==> config.mk <==
export PLATFORM = sky130hd
export DESIGN_NAME = video_pingpong_packer
export DESIGN_NICKNAME = d
export VERILOG_FILES = /design/src/rtl/vpk_pkg.sv /design/src/rtl/vpk_position.sv /design/src/rtl/vpk_pair_packer.sv /design/src/rtl/vpk_fifo_writer.sv /design/src/rtl/video_pingpong_packer.sv
export SDC_FILE = /design/constraint.sdc
export NUM_CORES = 1
export LEC_CHECK = 0
export BUFFER_PORTS_ARGS = -buffer_cell sky130_fd_sc_hd__buf_2
export CAP_MARGIN = 20
export CORE_MARGIN = 10
export CORE_UTILIZATION = 24
export DETAILED_ROUTE_END_ITERATION = 12
export PLACE_DENSITY = 0.42
export SLEW_MARGIN = 20
export SYNTH_ARGS = -nofsm -noshare
export SYNTH_HDL_FRONTEND = slang
export SYNTH_SLANG_ARGS = --single-unit
==> constraint.sdc <==
create_clock -name clk -period 3.1 [get_ports clk]
set_input_delay 0.31 -clock clk [delete_from_list [all_inputs] [get_ports clk]]
set_output_delay 0.31 -clock clk [all_outputs]
set_load 0.005 [all_outputs]
==> src/rtl/vpk_pkg.sv <==
package vpk_pkg;

    localparam int SAMPLE_W = 16;

    typedef struct packed {
        logic [7:0] luma;
        logic [7:0] chroma;
    } sample_t;

    typedef struct packed {
        sample_t early;
        sample_t late;
    } pair_word_t;

    typedef struct packed {
        logic accept;
        logic is_second;
        logic last_pair;
    } slot_t;

    function automatic sample_t to_sample(input logic [SAMPLE_W-1:0] raw);
        sample_t s;
        s.luma   = raw[15:8];
        s.chroma = raw[7:0];
        return s;
    endfunction

endpackage

==> src/rtl/vpk_position.sv <==
module vpk_position
    import vpk_pkg::*;
#(
    parameter int SAMPLES_PER_LINE = 720,
    parameter int LINES_PER_FRAME  = 576
) (
    input  logic  clk,
    input  logic  rst,
    input  logic  smp_valid,
    input  logic  line_start,
    input  logic  frame_start,
    output slot_t slot
);
    localparam int PIX_W  = $clog2(SAMPLES_PER_LINE + 1);
    localparam int LINE_W = $clog2(LINES_PER_FRAME + 1);
    localparam logic [PIX_W-1:0]  PIX_END  = PIX_W'(SAMPLES_PER_LINE);
    localparam logic [LINE_W-1:0] LINE_END = LINE_W'(LINES_PER_FRAME);

    logic [PIX_W-1:0]  pix_q, pix_idx;
    logic [LINE_W-1:0] line_q, line_eff;
    logic              in_line, in_frame;

    always_comb begin
        line_eff = line_q;
        if (smp_valid && line_start) begin
            if (frame_start)
                line_eff = '0;
            else if (line_q < LINE_END)
                line_eff = line_q + 1'b1;
        end
        pix_idx  = (smp_valid && line_start) ? '0 : pix_q;
        in_line  = pix_idx < PIX_END;
        in_frame = line_eff < LINE_END;

        slot.accept    = smp_valid && in_line && in_frame;
        slot.is_second = slot.accept && pix_idx[0];
        slot.last_pair = slot.is_second
                         && (pix_idx == PIX_END - 1'b1)
                         && (line_eff == LINE_END - 1'b1);
    end

    always_ff @(posedge clk) begin
        if (rst) begin
            pix_q  <= PIX_END;
            line_q <= LINE_END;
        end else begin
            line_q <= line_eff;
            if (smp_valid && in_line)
                pix_q <= pix_idx + 1'b1;
        end
    end

    assert_pix_bound_R4: assert property (@(posedge clk) disable iff (rst)
        pix_q <= PIX_END);

    assert_line_bound_R5: assert property (@(posedge clk) disable iff (rst)
        line_q <= LINE_END);

endmodule

==> src/rtl/vpk_pair_packer.sv <==
module vpk_pair_packer
    import vpk_pkg::*;
(
    input  logic                clk,
    input  logic                rst,
    input  slot_t               slot,
    input  logic [SAMPLE_W-1:0] smp_data,
    output pair_word_t          word
);
    sample_t held_q;

    always_ff @(posedge clk) begin
        if (rst)
            held_q <= '0;
        else if (slot.accept && !slot.is_second)
            held_q <= to_sample(smp_data);
    end

    always_comb begin
        word.early = held_q;
        word.late  = to_sample(smp_data);
    end

endmodule

==> src/rtl/vpk_fifo_writer.sv <==
module vpk_fifo_writer
    import vpk_pkg::*;
(
    input  logic       clk,
    input  logic       rst,
    input  slot_t      slot,
    input  pair_word_t word,
    input  logic       full_a,
    input  logic       full_b,
    input  logic       clear,
    output logic       wr_a,
    output logic       wr_b,
    output sample_t    data_a,
    output sample_t    data_b,
    output logic       irq,
    output logic       ovf
);
    logic blocked, drop;
    logic last_q;

    assign blocked = full_a || full_b;
    assign drop    = slot.is_second && blocked;

    always_ff @(posedge clk) begin
        if (rst) begin
            wr_a   <= 1'b0;
            wr_b   <= 1'b0;
            data_a <= '0;
            data_b <= '0;
            ovf    <= 1'b0;
            last_q <= 1'b0;
            irq    <= 1'b0;
        end else begin
            wr_a <= slot.is_second && !blocked;
            wr_b <= slot.is_second && !blocked;
            if (slot.is_second && !blocked) begin
                data_a <= word.early;
                data_b <= word.late;
            end
            ovf    <= drop || (ovf && !clear);
            last_q <= slot.last_pair;
            irq    <= last_q;
        end
    end

    assert_strobe_pulse_R2: assert property (@(posedge clk) disable iff (rst)
        wr_a |=> !wr_a);

    assert_no_overflow_write_R7: assert property (@(posedge clk) disable iff (rst)
        (slot.is_second && (full_a || full_b)) |=> (!wr_a && !wr_b && ovf));

    assert_ovf_sticky_R7: assert property (@(posedge clk) disable iff (rst)
        (ovf && !clear) |=> ovf);

    assert_ovf_clear_R8: assert property (@(posedge clk) disable iff (rst)
        (clear && !(slot.is_second && (full_a || full_b))) |=> !ovf);

    assert_irq_pulse_R6: assert property (@(posedge clk) disable iff (rst)
        irq |=> !irq);

endmodule

==> src/rtl/video_pingpong_packer.sv <==
module video_pingpong_packer
    import vpk_pkg::*;
#(
    parameter int SAMPLES_PER_LINE = 720,
    parameter int LINES_PER_FRAME  = 576
) (
    input  logic        clk,
    input  logic        rst,
    input  logic        smp_valid,
    input  logic [15:0] smp_data,
    input  logic        line_start,
    input  logic        frame_start,
    input  logic        ovf_clear,
    input  logic        fifo_a_full,
    input  logic        fifo_b_full,
    output logic        fifo_a_wr,
    output logic [15:0] fifo_a_data,
    output logic        fifo_b_wr,
    output logic [15:0] fifo_b_data,
    output logic        frame_irq,
    output logic        overflow
);
    slot_t      slot;
    pair_word_t word;
    sample_t    out_a, out_b;

    vpk_position #(
        .SAMPLES_PER_LINE(SAMPLES_PER_LINE),
        .LINES_PER_FRAME (LINES_PER_FRAME)
    ) u_position (
        .clk        (clk),
        .rst        (rst),
        .smp_valid  (smp_valid),
        .line_start (line_start),
        .frame_start(frame_start),
        .slot       (slot)
    );

    vpk_pair_packer u_packer (
        .clk     (clk),
        .rst     (rst),
        .slot    (slot),
        .smp_data(smp_data),
        .word    (word)
    );

    vpk_fifo_writer u_writer (
        .clk   (clk),
        .rst   (rst),
        .slot  (slot),
        .word  (word),
        .full_a(fifo_a_full),
        .full_b(fifo_b_full),
        .clear (ovf_clear),
        .wr_a  (fifo_a_wr),
        .wr_b  (fifo_b_wr),
        .data_a(out_a),
        .data_b(out_b),
        .irq   (frame_irq),
        .ovf   (overflow)
    );

    assign fifo_a_data = out_a;
    assign fifo_b_data = out_b;

    initial begin
        assert_even_line_R1: assert (SAMPLES_PER_LINE % 2 == 0 && SAMPLES_PER_LINE > 0);
    end

    assert_strobes_paired_R1: assert property (@(posedge clk) disable iff (rst)
        fifo_a_wr == fifo_b_wr);

endmodule

=== After elaboration in Yosys (flattened, before gate mapping) ===
Index checks and enable logic that the tools add are counted.

* Register bits after elaboration: 72
* Input port bits: 24
* Output and inout bits: 36
* Word-level logic and storage cells: 38

* $add $sub $neg: 2
* $lt $le $gt $ge: 3
* Equality and inequality tests: 2
* Mux-type cells: 4
* Reduce and logical (&&, ||, !) cells: 15

{| class="wikitable"
|+ Operator list
! operator !! number
|-
| $mux 10 || 4
|-
| $lt 10x10->1 const B || 3
|-
| $add 10x1->10 const B || 2
|-
| $eq 10x10->1 const B || 2
|-
| $logic_and 1x1->1 || 10
|-
| $logic_not 1->1 || 3
|-
| $logic_or 1x1->1 || 2
|}

=== Longest topological paths before layout ===
Gate-level depths: netlist (run 1).

* Word-level depth: 9
* Mapped depth: 11
* Gate-level depth less buffers: 9

=== By module ===
Synthesis (run 1) repeated with hierarchy kept, for this count alone.

* Cells, all modules: 397
* Area total of the unflattened synthesis: 3697.3 um^2

{| class="wikitable"
|+ Modules (own cells, without submodules)
! module !! instances !! cells an instance !! area an instance (um^2) !! seq. area each (um^2)
|-
| vpk_fifo_writer || 1 || 151 || 1597.8 || 720.7
|-
| vpk_position || 1 || 159 || 1214.9 || 400.4
|-
| vpk_pair_packer || 1 || 87 || 884.6 || 320.3
|}

=== Least setup slack after synthesis (run 1) ===
Ideal clock, no wire load.

* Kind: input-to-reg
* Start point: in line_start
* End point: reg u_writer.last_q
* Data arrival time: 2.442 ns
* Required time: 3.008 ns
* Setup slack: 0.566 ns
* Cell stages on the path: 11
* Buffers on the path: 2
* Cell sequence: nand2_1 > clkbuf_1 > clkbuf_1 > and2_1 > ha_1 > and3_1 > nand2_1 > or4_1 > nor4_1 > nand4bb_1 > nor4_1

* Word-level cells in the longest chain between the ends: 8

{| class="wikitable"
|+ RTL lines
! element !! RTL line !! RTL
|-
| start, declared || video_pingpong_packer.sv:11 || <nowiki>input logic line_start,</nowiki>
|-
| $logic_and 1x1->1 * || vpk_position.sv:25, vpk_position.sv:31 ||
|-
| $mux 10 || vpk_position.sv:31 || <nowiki>pix_idx = (smp_valid && line_start) ? '0 : pix_q;</nowiki>
|-
| $lt 10x10->1 || vpk_position.sv:32 || <nowiki>in_line = pix_idx < PIX_END;</nowiki>
|-
| $logic_and 1x1->1 (2 in series) || vpk_position.sv:35 || <nowiki>slot.accept = smp_valid && in_line && in_frame;</nowiki>
|-
| $logic_and 1x1->1 || vpk_position.sv:36 || <nowiki>slot.is_second = slot.accept && pix_idx[0];</nowiki>
|-
| $logic_and 1x1->1 || vpk_position.sv:38 || <nowiki>&& (pix_idx == PIX_END - 1'b1)</nowiki>
|-
| $logic_and 1x1->1 * || vpk_position.sv:39 || <nowiki>&& (line_eff == LINE_END - 1'b1);</nowiki>
|-
| end signal, assigned || vpk_fifo_writer.sv:41 || <nowiki>last_q <= slot.last_pair;</nowiki>
|-
| end, declared || vpk_fifo_writer.sv:19 || <nowiki>logic last_q;</nowiki>
|}

Every way passes the cells marked *; elsewhere a longest branch is shown, timed or not.
A chain may end at the register's enable or synchronous reset.

=== Final worst setup path (run 1) ===
* Start point: reg u_position.line_q[0]
* End point: reg u_writer.data_b[14] in the netlist's numbering

* Word-level cells in the longest chain between the ends: 8

{| class="wikitable"
|+ RTL lines
! element !! RTL line !! RTL
|-
| start, declared || vpk_position.sv:20 || <nowiki>logic [LINE_W-1:0] line_q, line_eff;</nowiki>
|-
| start signal, assigned || vpk_position.sv:47 || <nowiki>line_q <= line_eff;</nowiki>
|-
| $add 10x1->10 or $lt 10x10->1 (tied branches) || vpk_position.sv:29, vpk_position.sv:28 ||
|-
| $mux 10 || vpk_position.sv:28 || <nowiki>else if (line_q < LINE_END)</nowiki>
|-
| $mux 10 || vpk_position.sv:26 || <nowiki>if (frame_start)</nowiki>
|-
| $mux 10 * || vpk_position.sv:25 || <nowiki>if (smp_valid && line_start) begin</nowiki>
|-
| $lt 10x10->1 * || vpk_position.sv:33 || <nowiki>in_frame = line_eff < LINE_END;</nowiki>
|-
| $logic_and 1x1->1 * || vpk_position.sv:35 ||
|-
| $logic_and 1x1->1 * || vpk_position.sv:36 ||
|-
| $logic_and 1x1->1 * || vpk_fifo_writer.sv:36 || <nowiki>if (slot.is_second && !blocked) begin</nowiki>
|-
| end signal, assigned || vpk_fifo_writer.sv:38 || <nowiki>data_b <= word.late;</nowiki>
|-
| end, declared || vpk_fifo_writer.sv:14 || <nowiki>output sample_t data_b,</nowiki>
|}

Marked as above.

==> results of run 1 <==
## power groups by stage
stage	sequential, uW	combinational, uW	clock [uW]
2_1_floorplan	976	105	0
3_3_place_gp	979	152	0
3_5_place_dp	979	153	0
4_1_cts	959	154	967
5_1_grt	962	169	1020
6_report	959	149	930
## cell usage in the layout (no fill, tap or decap), drive strengths merged, types with 2 or more instances in the layout
| cell type | n |
|---|---|
| a211o | 2 |
| a21oi | 10 |
| a22oi | 2 |
| a31oi | 3 |
| and2 | 3 |
| and3 | 3 |
| buf | 67 |
| clkbuf | 11 |
| clkinvlp | 2 |
| dfxtp | 72 |
| ha | 2 |
| inv | 4 |
| mux2 | 2 |
| mux2i | 49 |
| nand2 | 19 |
| nand2b | 68 |
| nand3 | 4 |
| nand4 | 7 |
| nand4b | 3 |
| nor2 | 18 |
| nor2b | 2 |
| nor3 | 6 |
| nor4 | 6 |
| o211ai | 2 |
| o21ai | 10 |
| or2 | 3 |
| or3 | 3 |
| or4 | 5 |
## cell families (layout without fill, tap and decap cells)
logic type	count (synthesis)	count (layout)	synth area share
AO/OA/AOI/OAI	41	41	0.0894
XOR/XNOR	1	1	0.00264
adder cells (fa/ha/maj)	2	2	0.00754
buffers and inverters	25	85	0.0426
flip-flops	72	72	0.435
multiplexers	51	51	0.155
AND/OR/NAND/NOR	153	153	0.269
## worst max-delay path by stage
stage,startpoint,to,depth (start not counted)
after CTS,u_position.line_q[0]$_SDFF_PP0_,u_writer.data_b[14]$_SDFFE_PP0P_,8
after global routing,u_position.line_q[0]$_SDFF_PP0_,u_writer.data_b[0]$_SDFFE_PP0P_,8
after global placement,u_position.line_q[0]$_SDFF_PP0_,u_writer.data_b[5]$_SDFFE_PP0P_,8
after floorplan,line_start,u_writer.last_q$_SDFF_PP0_,11
final,u_position.line_q[0]$_SDFF_PP0_,u_writer.data_b[14]$_SDFFE_PP0P_,8
after detailed placement,u_position.line_q[0]$_SDFF_PP0_,u_writer.data_b[2]$_SDFFE_PP0P_,8
## flip-flops by register name, indices dropped and copies added (netlist names)
signal             count
u_packer.word         16
u_position.line_q     10
u_position.pix_q      10
u_writer.data_a       16
u_writer.data_b       16
u_writer.irq           1
u_writer.last_q        1
u_writer.ovf           1
u_writer.wr_a          1
## routing by layer
layer | vias up | part of all wire | global-route usage | wire length, um
li1 | 1327 | - | - | -
met1 | 1215 | 0.44 | 0.108 | 3560
met2 | 54 | 0.48 | 0.137 | 3860
met3 | 2 | 0.064 | 0.0302 | 512
met4 | 0 | 0.0085 | 0.0404 | 68
met5 | - | 0 | 0 | 0
## worst max-delay path: cells and delay by family (launching register included)
family | cells | cell delay, ns
and+or+nand+nor | 4 | 1.01
DFF | 1 | 0.46
buffers and inverters | 1 | 0.37
adders and majority gates | 1 | 0.30
AOI/OAI and AO/OA | 1 | 0.30
muxes | 1 | 0.23
## metrics by stage
stage	cells	hold slack, ns	utilization	power (uW)
after global placement	567	0.427	0.282	1130
after detailed placement	567	0.422	0.282	1130
after floorplan	345	0.400	-	1080
final	581	0.232	0.302	2040
after global routing	581	0.244	0.302	2150
after CTS	581	0.222	0.302	2080
## layout make-up
class                           instances  area [um^2]  area share
Timing Repair Buffer                   67          355      0.0879
Multi-Input combinational cell        248         1750       0.432
Clock inverter                          3         20.0     0.00495
Clock buffer                           11          243      0.0601
Inverter                                4         15.0     0.00372
Tap cell                              176          220      0.0545
Sequential cell                        72         1440       0.357
==> metrics.md, run 1 <==
| Metric | Value |
|---|---|
| Max Fclk | about 0.36 GHz |
| Initial Utilization | 0.248 |
| Number of library cell types mapped by synthesis | 51 |
| Cell mode on critical path | or4_1 |
| Post-route DRC | 0 |
| Commonest cells in the netlist | dfxtp_1, nand2b_1, mux2i_1 |
| Psw | 472 uW |
| Starting DRT DRC Count | 119 |
| Fraction of registers with async set/reset | 0 |
| Final cycle utilization of the critical path | 0.888 |
| Worst-skew pair later-pin latency | between 0.3 and 0.4 ns |
| Syn Nets | ~370 |
| Ranking of synthesized cells by area | dfxtp_1, mux2i_1, nand2b_1, nand2_1, nor2_1 |
| Global route overflow | 0 |
| Final worst setup slack | between 0.3 and 0.4 ns |
| Syn avg cell area | 9.61 um^2 |
| Placed inst area | about 3800 um^2 |
| Reg power frac | 0.471 |
| Cell taking the most area after synthesis | dfxtp_1 |
| Input/output buffers | 59 |
| Max-slew violation count | 0 |
| Clock skew | ~0.0045 ns |
| Capturing point of the worst reg2reg path | u_writer.data_b[14]$_SDFFE_PP0P_ |
| Die height | approximately 140 um |
| Critical path class | reg2reg |
| Synth warn | 0 |
| Mapped Area | ~3300 um^2 |
| Count leader, synth | dfxtp_1 |
| Power per Cell Area | slightly above 500 nW/um^2 |
| Final Setup Violations | 0 |
| Relative slew slack | 0.401 |
| Initial antenna violation count | 0 |
| Worst path arrival time | 3.01 ns |
| P_int | 1570 uW |
| CTS tree | done |
| Yosys reg bits | 72 |
| Core area | 13400 um^2 |
| Unrepaired setup endpoints after global routing | false |
| Sequential area share after synthesis | 0.435 |
| Minimum clock period | 2.75 ns |
| Cell area after layout | 4040 um^2 |
| Root Driver | clkbuf_16 |
| Startpoint Class | flop |
| Num rows | 42 |
| Reg2Reg Depth | 8 |
| Cells after Synth | approximately 350 |
| Wire length per cell | 13.8 um |
| Setup bufs post-CTS | 0 |
| Hold Path Cell Cnt | 3 |
| Fin Setup TNS | 0 ns |
| Final #Nets | 428 |
| WHS Endpoint | u_writer.ovf$_SDFF_PP0_ |
| Run status | complete, no violations |
| TritonRoute pass-1 iters | 4 |
| Setup slack at placement | approximately 0.37 ns |
| TritonCTS buffer count | 9 |
| Final Hold Fails | 0 |
| Hold Crit Class | in2reg |
| Die area | about 19000 um^2 |
| Clk slew on worst S/H paths | about 0.060 ns |
| Least-Margin Pin Slew | 0.895 ns |
| First-pass GRT wire length | 13.3 mm |
| Largest net degree at the start of global routing | 43 |
| Total clock sinks | 72 |
| Top_reg_cell synth | dfxtp_1 |
| CP required | around 3.4 ns |
| R2R setup slack | 0.35 ns |
| Dpl hpwl | 5.76 mm |
| DR vias | 2598 |
| Final ANT Viol Nets | 0 |
| Share of the synthesized area in the top cell type | 0.435 |
| IO Pins | 60 |
| EDFF count, synth | 0 |
| Hold path start | ovf_clear |
| Area Growth Syn to Fin | 21.8% |
| CTS max path bufs | 2 |
| Routed WL | 8.00 mm |
| Max stage delay cell, worst path | or4_1 |
| Nature of the critical path endpoint | flop |
| Comb power frac | 0.073 |
| Vias in the first global route | 2598 |
| Die X | 138 um |
| Final Wtd Congestion | 0.792 |
| Maximum fanout along the worst path | 23 |
| Fraction of layout cells with a size suffix above 1 | 0.237 |
| Worst reg2reg startpoint | u_position.line_q[0]$_SDFF_PP0_ |
| Max Cap Violations | 0 |
| CP cell instances | ha_1 > nand4b_1 > or4_1 > and3_1 > a41oi_2 > or4_1 > buf_4 > mux2i_1 |
| Leak | ~0.0017 uW |
| Antenna cells | 0 |
| Hold_buf cts | 0 |
| Switching Share | 0.231 |
| Via-per-instance ratio | ~4.5 |
| Clk network pwr share | 0.456 |
| CTS-repair resized insts | 0 |
| Fill cells | between 1000 and 1500 |
| H-Tree Depth | 3 |
| VDD IR max | between 200 and 250 uV |
| Total GRT Usage | 0.0884 |
| Delay of the slowest critical-path stage | 0.48 ns |
No activity file was read; power rests on OpenSTA's default activity.
==> inputs of run 2 (changes only) <==
PLACE_DENSITY = 0.51   (was 0.42)
==> metrics.md, run 2 (synthesis gave the netlist of run 1 again) <==
| Metric | Value |
|---|---|
| Die X | 138 um (unchanged) |
| Placed inst area | 3780 um^2 (+0.17%) |
| CTS tree | done |
| Hold Path Cell Cnt | 3 (unchanged) |
| Leak | 0.00171 uW (+1.8%) |
| Max stage delay cell, worst path | or4_1 |
| Wire length per cell | 13.4 um (-2.3%) |
| Global route overflow | 0 (unchanged) |
| Least-Margin Pin Slew | 0.752 ns (-0.143 ns) |
| Via-per-instance ratio | 4.44 (-0.80%) |
| Cell area after layout | 4090 um^2 (+1.2%) |
| Core area | 13400 um^2 (unchanged) |
| Final total power | 2160 uW (+6.1%) |
| Die area | 18900 um^2 (unchanged) |
| CP required | 3.32 ns (-0.03 ns) |
| Final Hold Fails | 0 (unchanged) |
| Max Cap Violations | 0 (unchanged) |
| Starting DRT DRC Count | 139 (+17%) |
| Max-slew violation count | 0 (unchanged) |
| Most frequent cells in the layout | dfxtp_1, nand2b_1, buf_2 |
| DR vias | 2586 (-0.46%) |
| First-pass GRT wire length | 12.6 mm (-5.0%) |
| Most common cell after layout, fill and taps aside | dfxtp_1 |
| Initial antenna violation count | 0 (unchanged) |
| Dpl hpwl | 5.61 mm (-2.6%) |
| Fraction of layout cells with a size suffix above 1 | 0.243 (+0.00621) |
| Final #Nets | 428 (unchanged) |
| Num rows | 42 (unchanged) |
| VDD IR max | 278 uV (+13%) |
| Root Driver | clkbuf_16 |
| Critical path class | reg2reg |
| CTS-repair resized insts | 0 (unchanged) |
| Max Fclk | 0.388 GHz (+6.9%) |
| Die height | 138 um (unchanged) |
| H-Tree Depth | 3 (unchanged) |
| Final ANT Viol Nets | 0 (unchanged) |
| Input/output buffers | 59 (unchanged) |
| Final cycle utilization of the critical path | 0.831 (-0.0573) |
| Worst-skew pair later-pin latency | 0.34 ns (about the same) |
| Largest net degree at the start of global routing | 36 (-16%) |
| Run status | complete, no violations |
| Worst path arrival time | 2.79 ns (-0.22 ns) |
| Clock skew | 0.00877 ns (+0.00429 ns) |
| Maximum fanout along the worst path | 23 (unchanged) |
| Delay of the slowest critical-path stage | 0.62 ns (+0.14 ns) |
| Nature of the critical path endpoint | flop |
| Clk slew on worst S/H paths | 0.06 ns (about the same) |
| CTS max path bufs | 2 (unchanged) |
| Total clock sinks | 72 (unchanged) |
| Post-route DRC | 0 (unchanged) |
| Area Growth Syn to Fin | 23.3% |
| CP cell instances | ha_1 > nand4b_1 > o211ai_1 > and3_1 > a41oi_2 > or4_1 > buf_12 > mux2i_1 |
| Reg2Reg Depth | 8 (unchanged) |
| IO Pins | 60 (unchanged) |
| Final Wtd Congestion | 0.824 (+4.1%) |
| Startpoint Class | flop |
| Vias in the first global route | 2530 (-2.6%) |
| Minimum clock period | 2.58 ns (-0.178 ns) |
| Power per Cell Area | 529 nW/um^2 (+4.9%) |
| Hold Crit Class | in2reg |
| Antenna cells | 0 (unchanged) |
| Hold_buf cts | 0 (unchanged) |
| Fin Setup TNS | 0 ns (unchanged) |
| Initial Utilization | 0.248 (unchanged) |
| Total GRT Usage | 0.0832 (-0.00514) |
| Setup bufs post-CTS | 0 (unchanged) |
| Routed WL | 7.84 mm (-2.0%) |
| Unrepaired setup endpoints after global routing | false |
| Final Setup Violations | 0 (unchanged) |
| TritonCTS buffer count | 9 (unchanged) |
| TritonRoute pass-1 iters | 4 (unchanged) |
| Relative slew slack | 0.493 (+0.0921) |
run 2: cell types whose count changed in the layout (fill, tap and decap cells not counted):
cell	change
buf_12	+1
buf_4	-1
bufinv_16	+1
clkbuf_1	-1
clkbuf_8	-1
clkinv_4	+3
clkinvlp_4	-2
inv_6	+2
nor3_2	+1
nor3_4	-1
run 2: cell type report:
| class | instances | area, um^2 |
|---|---|---|
| Multi-Input combinational cell | 248 | 1740 |
| Tap cell | 176 | 220 |
| Clock buffer | 9 | 225 |
| Sequential cell | 72 | 1440 |
| Fill cell | 1404 | 9310 |
| Clock inverter | 7 | 78.8 |
| Inverter | 4 | 15.0 |
| Timing Repair Buffer | 67 | 368 |
run 2: report_power, final:
part	switching (uW)	total (uW)	internal, uW	leakage [uW]
Sequential	13.5	959	946	0.000583
Clock	425	1060	631	0.000150
Combinational	79.1	148	68.6	0.000974
Total	518	2160	1650	0.00171
run 2: stage by stage:
| step | util | instances | worst slack (ns) | hold slack [ns] |
|---|---|---|---|---|
| after floorplan | - | 345 | 0.566 | 0.400 |
| after global placement | 0.282 | 567 | 0.502 | 0.438 |
| after detailed placement | 0.282 | 567 | 0.471 | 0.434 |
| after CTS | 0.305 | 583 | 0.545 | 0.224 |
| after global routing | 0.305 | 583 | 0.316 | 0.245 |
| final | 0.305 | 583 | 0.524 | 0.230 |
run 2: critical path, delay by kind of cell (launching register included):
family,cells,cell delay (ns)
and+or+nand+nor,3,1.01
DFF,1,0.44
AOI/OAI and AO/OA,2,0.37
adders and majority gates,1,0.28
buffers and inverters,1,0.20
muxes,1,0.14
run 2: metal layers:
layer,wire (um),global-route usage,part of all wire
met4,116,0.0345,0.015
met5,0,0,0
met3,459,0.0284,0.059
met2,3770,0.134,0.48
met1,3490,0.0990,0.45
run 2: final timing paths:
check / from / slack, ns / end
max: u_position.line_q[0]$_SDFF_PP0_ / 0.52 / u_writer.data_b[14]$_SDFFE_PP0P_
min: ovf_clear / 0.23 / u_writer.ovf$_SDFF_PP0_
max reg2reg: u_position.line_q[0]$_SDFF_PP0_ / 0.52 / u_writer.data_b[14]$_SDFFE_PP0P_
min reg2reg: u_writer.last_q$_SDFF_PP0_ / 0.44 / u_writer.irq$_SDFF_PP0_
